$ cat src/rtl/dmaic_pkg.sv
package dmaic_pkg;

    // Byte offsets of the register bank
    localparam logic [11:0] OFS_ABORT    = 12'h140;
    localparam logic [11:0] OFS_STATUS   = 12'h144;
    localparam logic [11:0] OFS_ENABLE   = 12'h148;
    localparam logic [11:0] OFS_EN_CLR   = 12'h14C;
    localparam logic [11:0] OFS_LOOP     = 12'h150;
    localparam logic [11:0] OFS_LOOP_CLR = 12'h154;

    typedef enum logic [0:0] {
        IRQ_IDLE   = 1'b0,
        IRQ_ACTIVE = 1'b1
    } irq_state_e;

endpackage

$ cat src/rtl/dmaic_stat_reg.sv
module dmaic_stat_reg #(
    parameter int NCH = 16
) (
    input  logic           clk,
    input  logic           rst_n,
    input  logic [NCH-1:0] evt,
    input  logic           clr_we,
    input  logic [NCH-1:0] clr_mask,
    output logic [NCH-1:0] q
);

    // One sticky bit per channel; a same-cycle event overrides the clear.
    for (genvar n = 0; n < NCH; n++) begin : g_bit
        logic bit_q;
        logic bit_d;

        always_comb begin
            bit_d = bit_q;
            if (clr_we && clr_mask[n]) begin
                bit_d = 1'b0;
            end
            if (evt[n]) begin
                bit_d = 1'b1;
            end
        end

        always_ff @(posedge clk) begin
            if (!rst_n) begin
                bit_q <= 1'b0;
            end else begin
                bit_q <= bit_d;
            end
        end

        assign q[n] = bit_q;
    end

endmodule

$ cat src/rtl/dmaic_setclr_reg.sv
module dmaic_setclr_reg #(
    parameter int W = 16
) (
    input  logic         clk,
    input  logic         rst_n,
    input  logic         wr_we,
    input  logic [W-1:0] wr_val,
    input  logic         clr_we,
    input  logic [W-1:0] clr_mask,
    output logic [W-1:0] q
);

    logic [W-1:0] reg_q;

    always_ff @(posedge clk) begin
        if (!rst_n) begin
            reg_q <= '0;
        end else if (wr_we) begin
            reg_q <= wr_val;
        end else if (clr_we) begin
            reg_q <= reg_q & ~clr_mask;
        end
    end

    assign q = reg_q;

endmodule

$ cat src/rtl/dmaic_irq_fsm.sv
module dmaic_irq_fsm
    import dmaic_pkg::*;
(
    input  logic clk,
    input  logic rst_n,
    input  logic pending,
    output logic irq
);

    irq_state_e state_q;
    irq_state_e state_d;

    always_comb begin
        state_d = state_q;
        unique case (state_q)
            IRQ_IDLE:   if (pending)  state_d = IRQ_ACTIVE;  // raise
            IRQ_ACTIVE: if (!pending) state_d = IRQ_IDLE;    // drop
            default:    state_d = IRQ_IDLE;
        endcase
    end

    always_ff @(posedge clk) begin
        if (!rst_n) begin
            state_q <= IRQ_IDLE;
        end else begin
            state_q <= state_d;
        end
    end

    always_comb begin
        unique case (state_q)
            IRQ_ACTIVE: irq = 1'b1;
            default:    irq = 1'b0;
        endcase
    end

endmodule

$ cat src/rtl/dmaic_top.sv
module dmaic_top
    import dmaic_pkg::*;
#(
    parameter int NCH    = 16,
    parameter int ADDR_W = 12,
    parameter int DATA_W = 32
) (
    input  logic              clk,
    input  logic              rst_n,
    input  logic              bus_wr,
    input  logic              bus_rd,
    input  logic [ADDR_W-1:0] bus_addr,
    input  logic [DATA_W-1:0] bus_wdata,
    output logic [DATA_W-1:0] bus_rdata,
    input  logic [NCH-1:0]    chan_done,
    output logic [NCH-1:0]    chan_abort,
    output logic [2*NCH-1:0]  loop_ctrl,
    output logic [NCH-1:0]    loop_active,
    output logic              irq
);

    localparam int LW = 2 * NCH;

    logic hit_abort, hit_status, hit_enable, hit_en_clr, hit_loop, hit_loop_clr;
    logic [NCH-1:0]    stat_q;
    logic [NCH-1:0]    en_q;
    logic [LW-1:0]     loop_q;
    logic [NCH-1:0]    abort_q;
    logic [DATA_W-1:0] rd_mux;
    logic [DATA_W-1:0] rdata_q;

    // Write decode
    always_comb begin
        hit_abort    = bus_wr && (bus_addr == ADDR_W'(OFS_ABORT));
        hit_status   = bus_wr && (bus_addr == ADDR_W'(OFS_STATUS));
        hit_enable   = bus_wr && (bus_addr == ADDR_W'(OFS_ENABLE));
        hit_en_clr   = bus_wr && (bus_addr == ADDR_W'(OFS_EN_CLR));
        hit_loop     = bus_wr && (bus_addr == ADDR_W'(OFS_LOOP));
        hit_loop_clr = bus_wr && (bus_addr == ADDR_W'(OFS_LOOP_CLR));
    end

    dmaic_stat_reg #(.NCH(NCH)) u_stat (
        .clk      (clk),
        .rst_n    (rst_n),
        .evt      (chan_done),
        .clr_we   (hit_status),
        .clr_mask (bus_wdata[NCH-1:0]),
        .q        (stat_q)
    );

    dmaic_setclr_reg #(.W(NCH)) u_enable (
        .clk      (clk),
        .rst_n    (rst_n),
        .wr_we    (hit_enable),
        .wr_val   (bus_wdata[NCH-1:0]),
        .clr_we   (hit_en_clr),
        .clr_mask (bus_wdata[NCH-1:0]),
        .q        (en_q)
    );

    dmaic_setclr_reg #(.W(LW)) u_loop (
        .clk      (clk),
        .rst_n    (rst_n),
        .wr_we    (hit_loop),
        .wr_val   (bus_wdata[LW-1:0]),
        .clr_we   (hit_loop_clr),
        .clr_mask (bus_wdata[LW-1:0]),
        .q        (loop_q)
    );

    dmaic_irq_fsm u_irq (
        .clk     (clk),
        .rst_n   (rst_n),
        .pending (|(stat_q & en_q)),
        .irq     (irq)
    );

    // Abort strobe: one-cycle pulse, nothing stored
    always_ff @(posedge clk) begin
        if (!rst_n) begin
            abort_q <= '0;
        end else if (hit_abort) begin
            abort_q <= bus_wdata[NCH-1:0];
        end else begin
            abort_q <= '0;
        end
    end

    // Per-channel loop enable needs both of its bits
    for (genvar n = 0; n < NCH; n++) begin : g_loop
        assign loop_active[n] = loop_q[n] & loop_q[n+NCH];
    end

    // Read path
    always_comb begin
        rd_mux = '0;
        if (bus_addr == ADDR_W'(OFS_STATUS)) begin
            rd_mux = DATA_W'(stat_q);
        end else if (bus_addr == ADDR_W'(OFS_ENABLE)) begin
            rd_mux = DATA_W'(en_q);
        end else if (bus_addr == ADDR_W'(OFS_LOOP)) begin
            rd_mux = DATA_W'(loop_q);
        end
    end

    always_ff @(posedge clk) begin
        if (!rst_n) begin
            rdata_q <= '0;
        end else if (bus_rd) begin
            rdata_q <= rd_mux;
        end
    end

    assign bus_rdata  = rdata_q;
    assign chan_abort = abort_q;
    assign loop_ctrl  = loop_q;

endmodule

$ cat config.mk
export PLATFORM = sky130hd
export DESIGN_NAME = dmaic_top
export DESIGN_NICKNAME = d
export VERILOG_FILES = /design/src/rtl/dmaic_pkg.sv /design/src/rtl/dmaic_stat_reg.sv /design/src/rtl/dmaic_setclr_reg.sv /design/src/rtl/dmaic_irq_fsm.sv /design/src/rtl/dmaic_top.sv
export SDC_FILE = /design/constraint.sdc
export NUM_CORES = 1
export LEC_CHECK = 0
export CORE_MARGIN = 2
export CORE_UTILIZATION = 41
export DETAILED_ROUTE_END_ITERATION = 8
export GPL_TIMING_DRIVEN = 0
export PLACE_DENSITY = 0.76
export SETUP_SLACK_MARGIN = 0.3
export SLEW_MARGIN = 20
export SYNTH_ARGS = -nofsm -noshare
export SYNTH_HDL_FRONTEND = slang
export SYNTH_SLANG_ARGS = --single-unit
$ cat constraint.sdc
create_clock -name clk -period 2 [get_ports clk]
set_clock_uncertainty 0.2 [all_clocks]
set_input_delay 0.3 -clock clk [delete_from_list [all_inputs] [get_ports clk]]
set_output_delay 0.3 -clock clk [all_outputs]
set_load 0.01 [all_outputs]
==> results.md <==
* Post-Route WL at 18,600 um
* Element type at the critical path start: primary input
* Row count at 39
* Die Y at roughly 110 um
* CTS tree: yes
* Yosys warning count at 0
* Vias in the first global route at about 5,200
* Non-Filler Instances at 878
* NetSw at between 1000 and 1500 uW
* Lkg Pwr at 0.00345 uW
* All-Layer GR Usage at 28.9%
* Num CTS Buffers at 17
* DRT iter0 DRCs at 426
* Clk pin slew, worst setup/hold paths at about 50 ps
* Switching share of total power at 21.9%
* Unique masters post-synth at 44
* Starting Density at 41.7%
* Cell Pwr Density at 741 nW/um2
* Total gr overflow at 0
* Fin crit share at 97.7%
* Synth area leader: dfxtp_1
* Achievable Freq at 512 MHz
* First-pass GRT wire length at 28,000 um
* Post-Syn Area per Cell at about 9.3 um2
* Sequential Power Share at 38.8%
* Peak supply drop at 0.000492 V
* Setup Crit Path Kind: in2reg
* RSZ-0062 raised after global routing: true
* Sequential area share after synthesis at 48.0%
* Post-DP HPWL at about 12,000 um
* Initial antenna violation count at 0
* Number of synthesized flops with an enable pin at 0
* DIE WIDTH at between 100 and 150 um
* Dpl ws at -920 ps
* Yosys top cell area share at a little under half
* CP endpoint kind: register
* Post-synthesis sequential element count at 113
* Root buf cell: clkbuf_16
* Setup ws final at 45.6 ps
* Worst Tran Pin Value at 681 ps
* Placed cells at between 800 and 900
* Gate count of the mapped netlist at approximately 510
* Drt pass-1 iters at 6
* Post-synthesis instance area at about 4700 um2
* Logic pwr share at 7.2%
* Vias at 5,142
* Fin. max-slew vios at 0
* H-tree depth at 4
* CORE AREA at 11,300 um2
* Full die area at roughly 12,000 um2
* CTS sink cnt at 113
* Arr. time, crit path at 2100 ps
* Final instance area at 8000 um2
* Worst slew margin at 54.6%
* Clock Tree Buf Depth at 2
* Synth Flop Type: dfxtp_1
* Asr flop ratio synth at 0%
* Largest net degree at the start of global routing at 17
* Drt drc at 0
* Layout cells sized above 1 at 34.1%
* Final min period at slightly below 2000 ps
* Setup TNS Final at 0 ps
* Req. time, crit path at 2150 ps
* Maxcap violations at 0
* Synth area leaders: dfxtp_1, a32o_1, o21ai_0
* Avg WL per Cell at 21.1 um
* Clock power frac at 54.0%
* DR vias/cell at 5.86
* Run status: finished clean
* Top-level port count at 161
* HP Class: reg2reg
* Setup violations, final at 0
* Post-DP Area at 6550 um2
* Top cells by count, synth: dfxtp_1, nand2_1, o21ai_0
* GP Congestion at 0.859
* Ant. Diodes at 0
* Most common cell in the netlist: dfxtp_1
* P_int at around 4600 uW
* CP Max Fanout at 8
* Worst-Skew Late Latency at 410 ps
* Syn-to-layout area delta at 69.5%
* Final Hold Viols at 0
* # fillers at 826
* DRT antenna net count at 0
* Final nets at 787
* Port buffer count at 160
* Synthesized net count at 570
state kept, by name, summed over array words and instances (netlist names):
signal and count:
u_irq.state_q 1, u_stat.g_bit.bit_q 16, u_loop.q 32, chan_abort 16, bus_rdata 32, u_enable.q 16
power groups by stage:
| stage | Sequential (uW) | Combinational [uW] | Clock, uW |
|---|---|---|---|
| after global routing | 2300 | 451 | 3340 |
| after CTS | 2300 | 392 | 3200 |
| final | 2300 | 426 | 3200 |
| after global placement | 2350 | 351 | 0 |
| after detailed placement | 2350 | 359 | 0 |
| after floorplan | 2340 | 134 | 0 |
worst max-delay path, stage by stage:
cell	delay (ps)
buf_6	90
or4b_4	530
buf_8	160
or4_4	530
buf_12	170
nor2_8	150
a221o_1	170
cells in the final DEF (no fill, tap or decap), types with 12 or more instances in the layout:
cell / synthesis / routed
dfxtp_2: 0 / 24
a32o_1: 32 / 32
clkbuf_16: 0 / 18
buf_2: 14 / 14
inv_1: 18 / 18
o21ai_1: 0 / 12
and2_1: 32 / 30
o21ai_0: 42 / 18
a31oi_1: 16 / 16
buf_6: 2 / 19
nand2_1: 54 / 22
clkdlybuf4s50_1: 0 / 49
clkbuf_2: 0 / 13
dfxtp_1: 113 / 81
nand3_2: 0 / 14
nand2_2: 0 / 31
buf_4: 0 / 22
nor2_1: 21 / 20
dlygate4sd2_1: 0 / 86
kinds of logic after synthesis:
kind of cell | count (synthesis) | synth area share (%)
muxes | 1 | 0.239
AOI/OAI and AO/OA | 167 | 25.9
buffers and inverters | 55 | 5.07
DFF | 113 | 48.0
and+or+nand+nor | 170 | 20.9
through the flow:
stage	hold WS [ps]	power [uW]	utilization, %
finish	245	5920	70.6
global route	266	6090	70.6
CTS	245	5900	68.0
detailed placement	248	2710	57.8
global placement	247	2700	57.8
floorplan	195	2480	-
path summary, 6_finish.rpt:
path	start	endpoint	slack [ps]	cells past startpoint
setup reg to reg	u_enable.q[7]	u_irq.state_q	520	4
hold reg to reg	bus_rdata[11]	bus_rdata[11]	250	2
hold / removal	bus_rdata[11]	bus_rdata[11]	250	2
setup / recovery	bus_addr[10]	bus_rdata[3]	50	7
area by class of cell:
type	count	area, um2	area share, %
plain buffers	37	312	3.90
clock buffers	21	470	5.88
clock inverters	10	158	1.97
inverters	18	67.6	0.845
multi-input cells	338	2660	33.2
flip-flops and latches	113	2320	29.0
well taps	143	179	2.24
repair buffers	198	1830	22.9
metal layers:
| metal | track usage (%) | part of all wire, % | up-vias |
|---|---|---|---|
| li1 | - | - | 2322 |
| met1 | 34.2 | 39 | 2432 |
| met2 | 48.4 | 47 | 316 |
| met3 | 8.97 | 8.5 | 72 |
| met4 | 12.8 | 4.6 | 0 |
| met5 | 0 | 0 | - |
what timing repair did:
action | in CTS | in global routing
buffers inserted | 13 | 18
gates resized for setup | 329 | 72
pin swaps | 83 | 27
hold buffers | 0 | 0
gates cloned | 6 | 1
endpoints found under the setup margin | 210 | 114
No activity file was read; power rests on OpenSTA's default activity.
